===== config.mk =====
export PLATFORM = sky130hd
export DESIGN_NAME = vendCtrl
export DESIGN_NICKNAME = d
export VERILOG_FILES = /design/src/rtl/vendCtrlPkg.sv /design/src/rtl/vendCtrlFsm.sv /design/src/rtl/vendCtrlCredit.sv /design/src/rtl/vendCtrl.sv
export SDC_FILE = /design/constraint.sdc
export NUM_CORES = 1
export LEC_CHECK = 0
export ABC_CLOCK_PERIOD_IN_PS = 1950
export BUFFER_PORTS_ARGS = -buffer_cell sky130_fd_sc_hd__buf_2
export CAP_MARGIN = 20
export CORE_AREA = 2 2 39 41
export DETAILED_ROUTE_END_ITERATION = 6
export DIE_AREA = 0 0 41 43
export PLACE_DENSITY_LB_ADDON = 0.08
export SYNTH_ARGS = -nofsm -noshare
export SYNTH_HDL_FRONTEND = slang
export SYNTH_SLANG_ARGS = --single-unit
export TNS_END_PERCENT = 30

===== constraint.sdc =====
create_clock -name clk -period 1.95 [get_ports clk]
set_input_delay 0.39 -clock clk [delete_from_list [all_inputs] [get_ports clk]]
set_output_delay 0.39 -clock clk [all_outputs]
set_load 0.01 [all_outputs]

===== src/rtl/vendCtrlPkg.sv =====
package vendCtrlPkg;

  // Credit is counted in units of 5 cents.
  localparam int CREDIT_W    = 2;
  localparam int NICKEL_UNIT = 1;
  localparam int DIME_UNIT   = 2;

  typedef logic [CREDIT_W-1:0] credit_t;

  localparam credit_t CREDIT_ZERO = '0;
  localparam credit_t CREDIT_FULL = '1;

  // Strobes sent from the control stage to the credit datapath.
  typedef struct packed {
    logic clear;
    logic addNickel;
    logic addDime;
  } strobe_t;

endpackage


===== src/rtl/vendCtrlFsm.sv =====
module vendCtrlFsm
  import vendCtrlPkg::*;
(
  input  logic    clk,
  input  logic    rstN,
  input  logic    coinNickel,
  input  logic    coinDime,
  input  logic    creditFull,
  output strobe_t strobes
);

  logic coinClash;

  always_comb begin
    coinClash = coinNickel & coinDime;
    strobes   = '0;
    if (creditFull) begin
      // Release cycle: always return to zero and drop any coin.
      strobes.clear = 1'b1;
    end else if (!coinClash) begin
      strobes.addNickel = coinNickel;
      strobes.addDime   = coinDime;
    end
  end

  // coins seen while full must not turn into add strobes
  p_ignore_when_full_r7: assert property (@(posedge clk) disable iff (!rstN)
    creditFull |-> (strobes.clear && !strobes.addNickel && !strobes.addDime));

  // two coins at once must produce no strobe
  p_both_coins_hold_r8: assert property (@(posedge clk) disable iff (!rstN)
    (coinNickel && coinDime && !creditFull) |-> (strobes == '0));

  // the datapath never receives more than one strobe
  p_single_strobe_r8: assert property (@(posedge clk) disable iff (!rstN)
    $onehot0(strobes));

endmodule


===== src/rtl/vendCtrlCredit.sv =====
module vendCtrlCredit
  import vendCtrlPkg::*;
(
  input  logic    clk,
  input  logic    rstN,
  input  strobe_t strobes,
  output logic    creditFull
);

  localparam int SUM_W = CREDIT_W + 1;
  localparam logic [SUM_W-1:0] NICKEL_STEP = SUM_W'(NICKEL_UNIT);
  localparam logic [SUM_W-1:0] DIME_STEP   = SUM_W'(DIME_UNIT);
  localparam logic [SUM_W-1:0] SUM_LIMIT   = {1'b0, CREDIT_FULL};

  credit_t          credit;
  credit_t          nextCredit;
  logic [SUM_W-1:0] step;
  logic [SUM_W-1:0] sum;

  always_comb begin
    if (strobes.addDime)        step = DIME_STEP;
    else if (strobes.addNickel) step = NICKEL_STEP;
    else                        step = '0;
    sum = {1'b0, credit} + step;
    if (strobes.clear)          nextCredit = CREDIT_ZERO;
    else if (sum > SUM_LIMIT)   nextCredit = CREDIT_FULL;   // no change returned
    else                        nextCredit = sum[CREDIT_W-1:0];
  end

  always_ff @(posedge clk or negedge rstN) begin
    if (!rstN) credit <= CREDIT_ZERO;
    else       credit <= nextCredit;
  end

  assign creditFull = (credit == CREDIT_FULL);

  // a clear strobe leaves zero credit behind
  p_clear_zero_r6: assert property (@(posedge clk) disable iff (!rstN)
    strobes.clear |=> (credit == CREDIT_ZERO));

  // the full state never lasts two cycles
  p_full_one_cycle_r6: assert property (@(posedge clk) disable iff (!rstN)
    creditFull |=> !creditFull);

  // a dime one step below full saturates at full
  p_saturate_r4: assert property (@(posedge clk) disable iff (!rstN)
    (credit == CREDIT_FULL - 1'b1 && strobes.addDime && !strobes.clear) |=> creditFull);

  // no strobe means the credit holds
  p_hold_r9: assert property (@(posedge clk) disable iff (!rstN)
    (strobes == '0) |=> $stable(credit));

endmodule


===== src/rtl/vendCtrl.sv =====
module vendCtrl
  import vendCtrlPkg::*;
(
  input  logic clk,
  input  logic rstN,
  input  logic coinNickel,
  input  logic coinDime,
  output logic vendOpen
);

  strobe_t strobes;
  logic    creditFull;

  vendCtrlFsm i_fsm (
    .clk       (clk),
    .rstN      (rstN),
    .coinNickel(coinNickel),
    .coinDime  (coinDime),
    .creditFull(creditFull),
    .strobes   (strobes)
  );

  vendCtrlCredit i_credit (
    .clk       (clk),
    .rstN      (rstN),
    .strobes   (strobes),
    .creditFull(creditFull)
  );

  // release is decoded purely from the stored state
  assign vendOpen = creditFull;

endmodule


-- Word level (Yosys, flattened, before mapping)
Cells that the tools add are included.
- flip-flop bits (word level): 2
- input port bits: 4
- logic and storage cells: 12
- add/sub/neg operators: 1
- bitwise operators: 1
- eq/ne operators: 1
- $lt $le $gt $ge: 1
- mux-type cells: 7
- operators by type and width (operator ; number):
    2-bit two-way mux ; 5
    2-bit by 2-bit adder with 3-bit output ; 1
    3-bit by 2-bit greater-than comparator with 1-bit output (second input constant) ; 1
    2-bit == test (second input constant) ; 1
    1-bit two-way mux ; 2
    1-bit AND ; 1

-- Logic depth before layout (Yosys ltp)
Gate-level depths: netlist of the first run.
- depth after elaboration: 9
- gate-level depth with buffers: 7

-- Modules after synthesis
A second synthesis of the first run with hierarchy kept.
- cells, all modules: 15
- area, all modules: 146.4 um^2
- by module, submodules not included (module ; seq. area each (um^2) ; area an instance (um^2) ; cells each ; instances):
    vendCtrlCredit ; 50.0 ; 123.9 ; 12 ; 1
    vendCtrlFsm ; 0.0 ; 22.5 ; 3 ; 1

-- Worst setup path before layout of the first run
Ideal clock, no wire load.
- path type: reg-to-reg
- start: register i_credit.credit[0]
- end: register i_credit.credit[1]
- arrival: 1567 ps
- slack: 261 ps
- data required time: 1828 ps
- clock period less this slack: 1689 ps
- library setup time: 122 ps
- stages on the path, launching flop included: 6
- cells stage by stage: dfrtp_1 and2_1 buf_2 or3b_1 fa_1 a21oi_1
- longest elaborated chain between the ends: 8
- RTL lines (item ; line ; RTL):
    start: declaration ; vendCtrlCredit.sv:15 ; credit_t credit;
    start signal: assignment ; vendCtrlCredit.sv:32 ; else credit <= nextCredit;
    2-bit == test (*) ; vendCtrlCredit.sv:35 ; assign creditFull = (credit == CREDIT_FULL);
    named net vendOpen ; vendCtrl.sv:8 ; output logic vendOpen
    2-bit two-way mux ; vendCtrlFsm.sv:17 ; if (creditFull) begin
    1-bit two-way mux ; vendCtrlCredit.sv:22 ; else if (strobes.addNickel) step = NICKEL_STEP;
    2-bit two-way mux ; vendCtrlCredit.sv:21 ; if (strobes.addDime) step = DIME_STEP;
    2-bit by 2-bit adder with 3-bit output ; vendCtrlCredit.sv:24 ; sum = {1'b0, credit} + step;
    3-bit by 2-bit greater-than comparator with 1-bit output ; vendCtrlCredit.sv:26 ; else if (sum > SUM_LIMIT) nextCredit = CREDIT_FULL;
    2-bit two-way mux ; vendCtrlCredit.sv:26 ;
    2-bit two-way mux (*) ; vendCtrlCredit.sv:25 ; if (strobes.clear) nextCredit = CREDIT_ZERO;
    named net i_credit.nextCredit[1] ; vendCtrlCredit.sv:16 ; credit_t nextCredit;
Mark *: on every way through the listed nets, which the timed path passes. The rest lies on a longest branch.

-- Final worst setup path of the first run
- start: register i_credit.credit[0]
- end: register i_credit.credit[1]
- longest elaborated chain between the ends: 8
- RTL lines (item ; line):
    2-bit == test ; vendCtrlCredit.sv:35
    2-bit two-way mux ; vendCtrlFsm.sv:17
    1-bit two-way mux ; vendCtrlCredit.sv:22
    2-bit two-way mux ; vendCtrlCredit.sv:21
    2-bit by 2-bit adder with 3-bit output ; vendCtrlCredit.sv:24
    3-bit by 2-bit greater-than comparator with 1-bit output ; vendCtrlCredit.sv:26
    2-bit two-way mux ; vendCtrlCredit.sv:26
    2-bit two-way mux (*) ; vendCtrlCredit.sv:25
    named net i_credit.nextCredit[1] ; vendCtrlCredit.sv:16
Marked as above.

==> results of run 1 <==
-- where the power goes --
part / switching (mW) / total (mW) / internal (mW)
logic: 0.0546 / 0.0996 / 0.0450
registers: 0.00963 / 0.0741 / 0.0645
clock network: 0.0223 / 0.0901 / 0.0678
total: 0.0865 / 0.264 / 0.177
-- area by class of cell --
cell class | count | area, um2
Multi-Input combinational cell | 7 | 65.1
Fill cell | 157 | 1180
Tap cell | 16 | 20.0
Timing Repair Buffer | 5 | 30.0
Inverter | 3 | 11.3
Sequential cell | 2 | 50.0
Clock buffer | 3 | 22.5
-- per-stage QoR --
stage	std cells	power (mW)
global placement	32	0.180
CTS	36	0.272
global route	36	0.303
detailed placement	32	0.173
finish	36	0.264
floorplan	13	0.151
-- metal layers --
layer	vias up	GRT usage
met5	-	0
met4	0	0.0600
met3	0	0.0314
met2	2	0.0469
met1	42	0.0482
li1	56	-
-- critical path, delay by kind of cell, from the launching register on --
family | cells | cell delay [ns]
fa+ha+maj | 1 | 0.52
simple gates | 2 | 0.59
compound gates | 1 | 0.07
flops | 1 | 0.37
-- worst paths after layout --
kind / to / depth (start not counted) / slack (ns) / from
min reg2reg: i_credit.credit[1] / 2 / 0.63 / i_credit.credit[1]
max in group asynchronous: i_credit.credit[0] / 2 / 1.37 / rstN
min in group clk: i_credit.credit[1] / 2 / 0.63 / i_credit.credit[1]
max: i_credit.credit[1] / 4 / 0.29 / i_credit.credit[0]
max reg2reg: i_credit.credit[1] / 4 / 0.29 / i_credit.credit[0]
min: i_credit.credit[1] / 2 / 0.48 / rstN
-- cell families after synthesis --
group,after synthesis,share of synthesized area
fa+ha+maj,2,0.248
flops,2,0.381
buf+inv,4,0.124
compound gates,2,0.0762
simple gates,3,0.171
-- cells in the mapped netlist --
cell type / n / area share
or3b_1: 1 / 0.067
inv_1: 3 / 0.086
and2_1: 1 / 0.048
buf_2: 1 / 0.038
ha_1: 1 / 0.095
dfrtp_1: 2 / 0.38
nor3b_1: 1 / 0.057
fa_1: 1 / 0.15
a21oi_1: 2 / 0.076
==> results.sh, run 1 <==
export IMPL_skew_ns=0.00345
export IMPL_largest_register_ffs=2
export IMPL_fp_dieW_um=41
export IMPL_critPathMaxFanout=5
export IMPL_core_area_um2=1380
export IMPL_hold_viol=0
export IMPL_syn_nets=19
export IMPL_yosysWarnings=0
export IMPL_postPlaceCellArea_um2=166
export IMPL_min_period_ns=1.66
export IMPL_cts_setup_buffers=0
export IMPL_syn_inst=13
export IMPL_hold_ws_ns=0.480
export IMPL_cts_tree="done"
export IMPL_gp_congestion=0.632
export IMPL_hold_class="in -> async"
export IMPL_drc=0
export IMPL_drv_slew=0
export IMPL_dpl_hpwl_um=180
export IMPL_fp_row_count=14
export IMPL_grt_antenna_before_repair=0
export IMPL_rsz0062_at_grt="no"
export IMPL_regMostFlops="i_credit.credit"
export IMPL_cts_resized=0
export IMPL_final_nets=28
export IMPL_ir_drop_mv=0.483
export IMPL_path_clk_slew_ns=0.03
export IMPL_clock_path_buffers=2
export IMPL_clk_latency_ns=0.22
export IMPL_first_pass_iters=1
export IMPL_timing_fmax_ghz=0.604
export IMPL_cts_max_level=1
export IMPL_grt_use_total=0.0452
export IMPL_dr_wl_met2_um=104
export IMPL_final_area_um2=199
export IMPL_synthesis_area_um2=131
export IMPL_wl_per_cell_um=5.92
export IMPL_start_util=0.0949
export IMPL_postRouteAntennaNets=0
export IMPL_end_kind="flip-flop"
export IMPL_areaGrowthSynthToFinish_pct=51.4
export IMPL_die_area_um2=1760
export IMPL_synth_cell_type_count=9
export IMPL_num_antenna_cells=0
export IMPL_top_regs="i_credit.credit: 2 flops"
export IMPL_crit_path_cell_trace="and2_1, or3b_1, fa_1, a21oi_1"
export IMPL_wl_um=213
export IMPL_final_cell_mix="buf_2, inv_1, clkbuf_4, a21oi_1, dfrtp_1"
export IMPL_dp_slack_ns=0.293
export IMPL_grt_remaining_overflow=0
export IMPL_grt_pass1_vias=123
export IMPL_setup_violations=0
export IMPL_final_common_cell="buf_2"
export IMPL_syn_avg_cell_area_um2=10.1
export IMPL_timing_final_crit_share=0.850
export IMPL_grt_pass1_wl_um=469
export IMPL_slowest_stage="fa_1"
export IMPL_slew_headroom=0.886
export IMPL_cts_root_buf="clkbuf_4"
export IMPL_cts_hold_buf=1
export IMPL_start_kind="flip-flop"
export IMPL_wl_met1_um=102
export IMPL_worst_slack_ns=0.293
export IMPL_maxCapViolCount=0
export IMPL_io_buffers=4
export IMPL_numCtsBuffers=3
export IMPL_setup_tns_ns=0
export IMPL_top_layer_used="met3"
export IMPL_worstMarginPinSlew_ns=0.171
export IMPL_cts_sinks=2
export IMPL_wl_met3_um=6
export IMPL_synth_seq_cells=2
export IMPL_routed_via_density=2.78
export IMPL_yosysSeqAreaShare=0.381
export IMPL_leakagePower_nw=0.0940
export IMPL_vias=100
export IMPL_die_h_um=43
export IMPL_critPathMaxStageDelay_ns=0.52
export IMPL_outcome="finished, final reports clean"
export IMPL_drive_gt1_frac=0.350
export IMPL_crit_arrival_ns=1.76
export IMPL_power_density_nw_per_um2=1330
export IMPL_grt_max_degree=6
export IMPL_drtIter0Drc=0
export IMPL_critPathRequiredTime_ns=2.05
export IMPL_ios=5
export IMPL_timing_worst_setup_path_type="reg -> reg"
export IMPL_final_util=0.144
Power figures use the tool's default switching activity.
==> run 2, diff against run 1 <==
--- a/config.mk
+++ b/config.mk
@@ -5,7 +5,7 @@
 export SDC_FILE = /design/constraint.sdc
 export NUM_CORES = 1
 export LEC_CHECK = 0
-export ABC_CLOCK_PERIOD_IN_PS = 1950
+export ABC_CLOCK_PERIOD_IN_PS = 1440
 export BUFFER_PORTS_ARGS = -buffer_cell sky130_fd_sc_hd__buf_2
 export CAP_MARGIN = 20
 export CORE_AREA = 2 2 39 41
==> constraint.sdc (replaced) <==
create_clock -name clk -period 1.44 [get_ports clk]
set_input_delay 0.288 -clock clk [delete_from_list [all_inputs] [get_ports clk]]
set_output_delay 0.288 -clock clk [all_outputs]
set_load 0.01 [all_outputs]
==> results.sh, run 2 (same netlist as run 1, synthesis figures left out) <==
export IMPL_grt_pass1_wl_um=517
export IMPL_areaGrowthSynthToFinish_pct=91.4
export IMPL_end_kind="flip-flop"
export IMPL_maxCapViolCount=0
export IMPL_clock_path_buffers=2
export IMPL_postRouteAntennaNets=0
export IMPL_num_antenna_cells=0
export IMPL_cts_root_buf="clkbuf_4"
export IMPL_routed_via_density=3.23
export IMPL_drc=0
export IMPL_top_regs="i_credit.credit: 2 flops"
export IMPL_critPathMaxFanout=3
export IMPL_skew_ns=0.00467
export IMPL_regMostFlops="i_credit.credit"
export IMPL_timing_worst_setup_path_type="reg -> reg"
export IMPL_wl_per_cell_um=7.18
export IMPL_vias=129
export IMPL_slew_headroom=0.908
export IMPL_critPathTopFamily="simple AND/OR/NAND/NOR gates"
export IMPL_final_cell_mix="buf_2, buf_4, clkbuf_4, inv_1, dfrtp_1"
export IMPL_fp_row_count=14
export IMPL_clk_latency_ns=0.22
export IMPL_grt_antenna_before_repair=0
export IMPL_violations="negative setup slack"
export IMPL_ios=5
export IMPL_first_pass_iters=2
export IMPL_grt_remaining_overflow=0
export IMPL_postPlaceCellArea_um2=189
export IMPL_die_h_um=43
export IMPL_crit_path_cell_trace="and2_4, or3b_4, fa_1, a21oi_1"
export IMPL_grt_max_degree=4
export IMPL_crit_arrival_ns=1.70
export IMPL_wl_um=287
export IMPL_critPathBufInv=0
export IMPL_timing_fmax_ghz=0.626
export IMPL_critPathRequiredTime_ns=1.55
export IMPL_drv_slew=0
export IMPL_final_util=0.182
export IMPL_die_area_um2=1760
export IMPL_critPathMaxStageDelay_ns=0.51
export IMPL_hold_viol=0
export IMPL_start_kind="flip-flop"
export IMPL_grt_pass1_vias=133
export IMPL_power_density_nw_per_um2=1900
export IMPL_final_nets=32
export IMPL_hold_class="in -> async"
export IMPL_rsz0062_at_grt="yes"
export IMPL_path_clk_slew_ns=0.03
export IMPL_final_area_um2=251
export IMPL_cts_tree="done"
export IMPL_leakagePower_nw=0.118
export IMPL_worst_slack_ns=-0.156
export IMPL_fillCellCount=161
export IMPL_grt_use_total=0.0482
export IMPL_start_util=0.0949
export IMPL_worstMarginPinSlew_ns=0.137
export IMPL_cts_sinks=2
export IMPL_dp_slack_ns=-0.195
export IMPL_setup_tns_ns=-0.278
export IMPL_slowest_stage="fa_1"
export IMPL_dpl_hpwl_um=222
export IMPL_min_period_ns=1.60
export IMPL_numCtsBuffers=3
export IMPL_timing_final_crit_share=1.11
export IMPL_hold_ws_ns=0.369
export IMPL_ir_drop_mv=0.459
export IMPL_cts_max_level=1
export IMPL_gp_congestion=0.659
export IMPL_drive_gt1_frac=0.708
export IMPL_outcome="finished, violations left"
export IMPL_setup_violations=2
export IMPL_io_buffers=4
export IMPL_largest_register_ffs=2
export IMPL_fp_dieW_um=41
export IMPL_core_area_um2=1380
export IMPL_drtIter0Drc=2
## run 2: final cells by class
| class | count | area [um2] | share of cell area |
|---|---|---|---|
| clock buffers | 3 | 22.5 | 0.0896 |
| inverters | 3 | 11.3 | 0.0448 |
| multi-input cells | 7 | 87.6 | 0.348 |
| flip-flops and latches | 2 | 50.0 | 0.199 |
| well taps | 16 | 20.0 | 0.0796 |
| repair buffers | 9 | 60.1 | 0.239 |
## run 2: per-stage QoR
step	std cells	total power, mW
6_report	40	0.478
5_1_grt	40	0.531
4_1_cts	39	0.452
3_5_place_dp	34	0.280
3_3_place_gp	34	0.285
2_1_floorplan	13	0.226
## run 2: power breakdown
part           internal, mW  switching, mW  leakage, nW  total (mW)
Clock                0.0918         0.0303       0.0138       0.122
Sequential           0.0874         0.0147       0.0240       0.102
Combinational         0.149          0.105       0.0806       0.254
Total                 0.328          0.150        0.118       0.478
## run 2: path summary, 6_finish.rpt
kind | from | to | slack [ns] | cells past startpoint
worst min-delay path | rstN | i_credit.credit[1] | 0.37 | 2
worst max register to register | i_credit.credit[1] | i_credit.credit[1] | -0.16 | 4
worst max-delay path | i_credit.credit[1] | i_credit.credit[1] | -0.16 | 4
min in group clk | coinNickel | i_credit.credit[1] | 0.53 | 4
max in group asynchronous | rstN | i_credit.credit[0] | 0.97 | 2
worst min register to register | i_credit.credit[1] | i_credit.credit[0] | 0.70 | 3
## run 2: worst register-to-register path: stages (launching register included)
cell and delay (ns):
dfrtp_1 0.36, and2_4 0.17, or3b_4 0.37, fa_1 0.51, a21oi_1 0.06
## run 2: routing by layer
layer  share of wire  track usage
met2            0.58       0.0656
met3           0.021       0.0157
met1            0.39       0.0484
met4               0       0.0600
met5               0            0
## run 2: timing repair
item | in CTS | in global routing
endpoints found under the hold margin | 2 | 0
gates resized for setup | 3 | 2
endpoints found under the setup margin | 2 | 2
pin swaps | 5 | 3
setup buffers | 1 | 1
hold buffers | 1 | 0
gates cloned | 0 | 0
==> run 3, diff against run 2 <==
--- a/config.mk
+++ b/config.mk
@@ -7,11 +7,12 @@
 export LEC_CHECK = 0
 export ABC_CLOCK_PERIOD_IN_PS = 1440
 export BUFFER_PORTS_ARGS = -buffer_cell sky130_fd_sc_hd__buf_2
-export CAP_MARGIN = 20
+export CAP_MARGIN = 15
 export CORE_AREA = 2 2 39 41
 export DETAILED_ROUTE_END_ITERATION = 6
 export DIE_AREA = 0 0 41 43
 export PLACE_DENSITY_LB_ADDON = 0.08
+export SETUP_SLACK_MARGIN = 0.3
 export SYNTH_ARGS = -nofsm -noshare
 export SYNTH_HDL_FRONTEND = slang
 export SYNTH_SLANG_ARGS = --single-unit
==> constraint.sdc (replaced) <==
create_clock -name clk -period 1.44 [get_ports clk]
set_input_delay 0.216 -clock clk [delete_from_list [all_inputs] [get_ports clk]]
set_output_delay 0.216 -clock clk [all_outputs]
set_load 0.01 [all_outputs]
==> results.sh, run 3 (same netlist as run 1, synthesis figures left out) <==
export IMPL_outcome="finished, violations left"
export IMPL_violations="negative setup slack"
export IMPL_fp_row_count=14
export IMPL_critPathMaxStageDelay_ns=0.51
export IMPL_critPathMaxFanout=3
export IMPL_areaGrowthSynthToFinish_pct=96.2
export IMPL_wl_um=286
export IMPL_worstMarginPinSlew_ns=0.137
export IMPL_drv_slew=0
export IMPL_fp_dieW_um=41
export IMPL_top_layer_used="met3"
export IMPL_first_pass_iters=2
export IMPL_largest_register_ffs=2
export IMPL_worst_slack_ns=-0.156
export IMPL_slew_headroom=0.908
export IMPL_final_cell_mix="buf_4, clkbuf_4, buf_2, inv_1, dfrtp_1"
export IMPL_routed_via_density=3.23
export IMPL_critPathBufInv=0
export IMPL_final_common_cell="buf_4"
export IMPL_cts_sinks=2
export IMPL_critPathRequiredTime_ns=1.55
export IMPL_die_area_um2=1760
export IMPL_vias=129
export IMPL_end_kind="flip-flop"
export IMPL_clock_path_buffers=2
export IMPL_cts_root_buf="clkbuf_4"
export IMPL_ios=5
export IMPL_setup_tns_ns=-0.278
export IMPL_ir_drop_mv=0.467
export IMPL_fillCellCount=161
export IMPL_postPlaceCellArea_um2=189
export IMPL_wl_met1_um=112
export IMPL_rsz0062_at_grt="yes"
export IMPL_cts_max_level=1
export IMPL_postRouteAntennaNets=0
export IMPL_final_nets=32
export IMPL_dp_slack_ns=-0.195
export IMPL_grt_max_degree=4
export IMPL_hold_class="in -> async"
export IMPL_slowest_stage="fa_1"
export IMPL_skew_ns=0.00467
export IMPL_cts_tree="done"
export IMPL_drc=0
export IMPL_regMostFlops="i_credit.credit"
export IMPL_startpoint="i_credit.credit[1]"
export IMPL_grt_use_total=0.0482
export IMPL_setup_violations=2
export IMPL_gp_congestion=0.659
export IMPL_top_regs="i_credit.credit: 2 flops"
export IMPL_timing_worst_setup_path_type="reg -> reg"
export IMPL_drive_gt1_frac=0.708
export IMPL_dp_cells=34
export IMPL_dr_wl_met2_um=167
export IMPL_reg2reg_slack_ns=-0.16
export IMPL_die_h_um=43
export IMPL_dpl_hpwl_um=222
export IMPL_timing_fmax_ghz=0.626
export IMPL_wl_per_cell_um=7.15
export IMPL_grt_remaining_overflow=0
export IMPL_crit_path_cell_trace="and2_4, or3b_4, fa_1, a21oi_1"
export IMPL_wl_met3_um=6
export IMPL_num_antenna_cells=0
export IMPL_core_area_um2=1380
export IMPL_grt_antenna_before_repair=0
export IMPL_grt_pass1_wl_um=517
export IMPL_timing_final_crit_share=1.11
export IMPL_start_util=0.0949
export IMPL_leakagePower_nw=0.120
export IMPL_numCtsBuffers=3
export IMPL_hold_ws_ns=0.297
export IMPL_clk_latency_ns=0.22
export IMPL_start_kind="flip-flop"
export IMPL_crit_arrival_ns=1.70
export IMPL_io_buffers=4
export IMPL_fin_cells=40
export IMPL_drtIter0Drc=2
export IMPL_maxCapViolCount=0
export IMPL_power_density_nw_per_um2=1920
export IMPL_min_period_ns=1.60
export IMPL_hold_viol=0
export IMPL_r2r_start="i_credit.credit[1]"
export IMPL_final_area_um2=258
export IMPL_grt_pass1_vias=133
export IMPL_path_clk_slew_ns=0.03
export IMPL_critPathTopFamily="simple AND/OR/NAND/NOR gates"
run 3: worst register-to-register path: stages (launching register included):
cell	delay [ns]
dfrtp_1	0.36
and2_4	0.17
or3b_4	0.37
fa_1	0.51
a21oi_1	0.06
run 3: what timing repair did:
item / in CTS / in global routing
gates resized for setup: 4 / 2
endpoints found under the hold margin: 2 / 0
endpoints found under the setup margin: 3 / 3
setup buffers: 1 / 1
hold buffers: 1 / 0
pin swaps: 5 / 3
run 3: cell type report:
class	count	area [um2]	share of cell area
clock buffer	3	22.5	0.0874
inverter	3	11.3	0.0437
tap	16	20.0	0.0777
sequential	2	50.0	0.194
timing repair buffer	9	66.3	0.257
multi-input combinational	7	87.6	0.340
run 3: stage by stage:
| step | utilization | power [mW] |
|---|---|---|
| final | 0.186 | 0.495 |
| after global routing | 0.186 | 0.547 |
| after CTS | 0.174 | 0.469 |
| after detailed placement | 0.137 | 0.280 |
| after global placement | 0.137 | 0.285 |
| after floorplan | - | 0.226 |
run 3: power by group:
part | total (mW) | switching, mW | internal (mW)
Sequential | 0.102 | 0.0147 | 0.0874
Combinational | 0.271 | 0.108 | 0.163
Clock | 0.122 | 0.0303 | 0.0918
Total | 0.495 | 0.153 | 0.342
run 3: path summary, 6_finish.rpt:
kind,cells after the start,endpoint
max,4,i_credit.credit[1]
min,2,i_credit.credit[1]
max reg2reg,4,i_credit.credit[1]
min reg2reg,3,i_credit.credit[0]
max in group asynchronous,2,i_credit.credit[0]
min in group clk,4,i_credit.credit[1]
run 3: per-layer routing:
layer  vias to the layer above  GRT usage
li1                         62          -
met1                        65     0.0484
met2                         2     0.0656
met3                         0     0.0157
met4                         0     0.0600
met5                         -          0
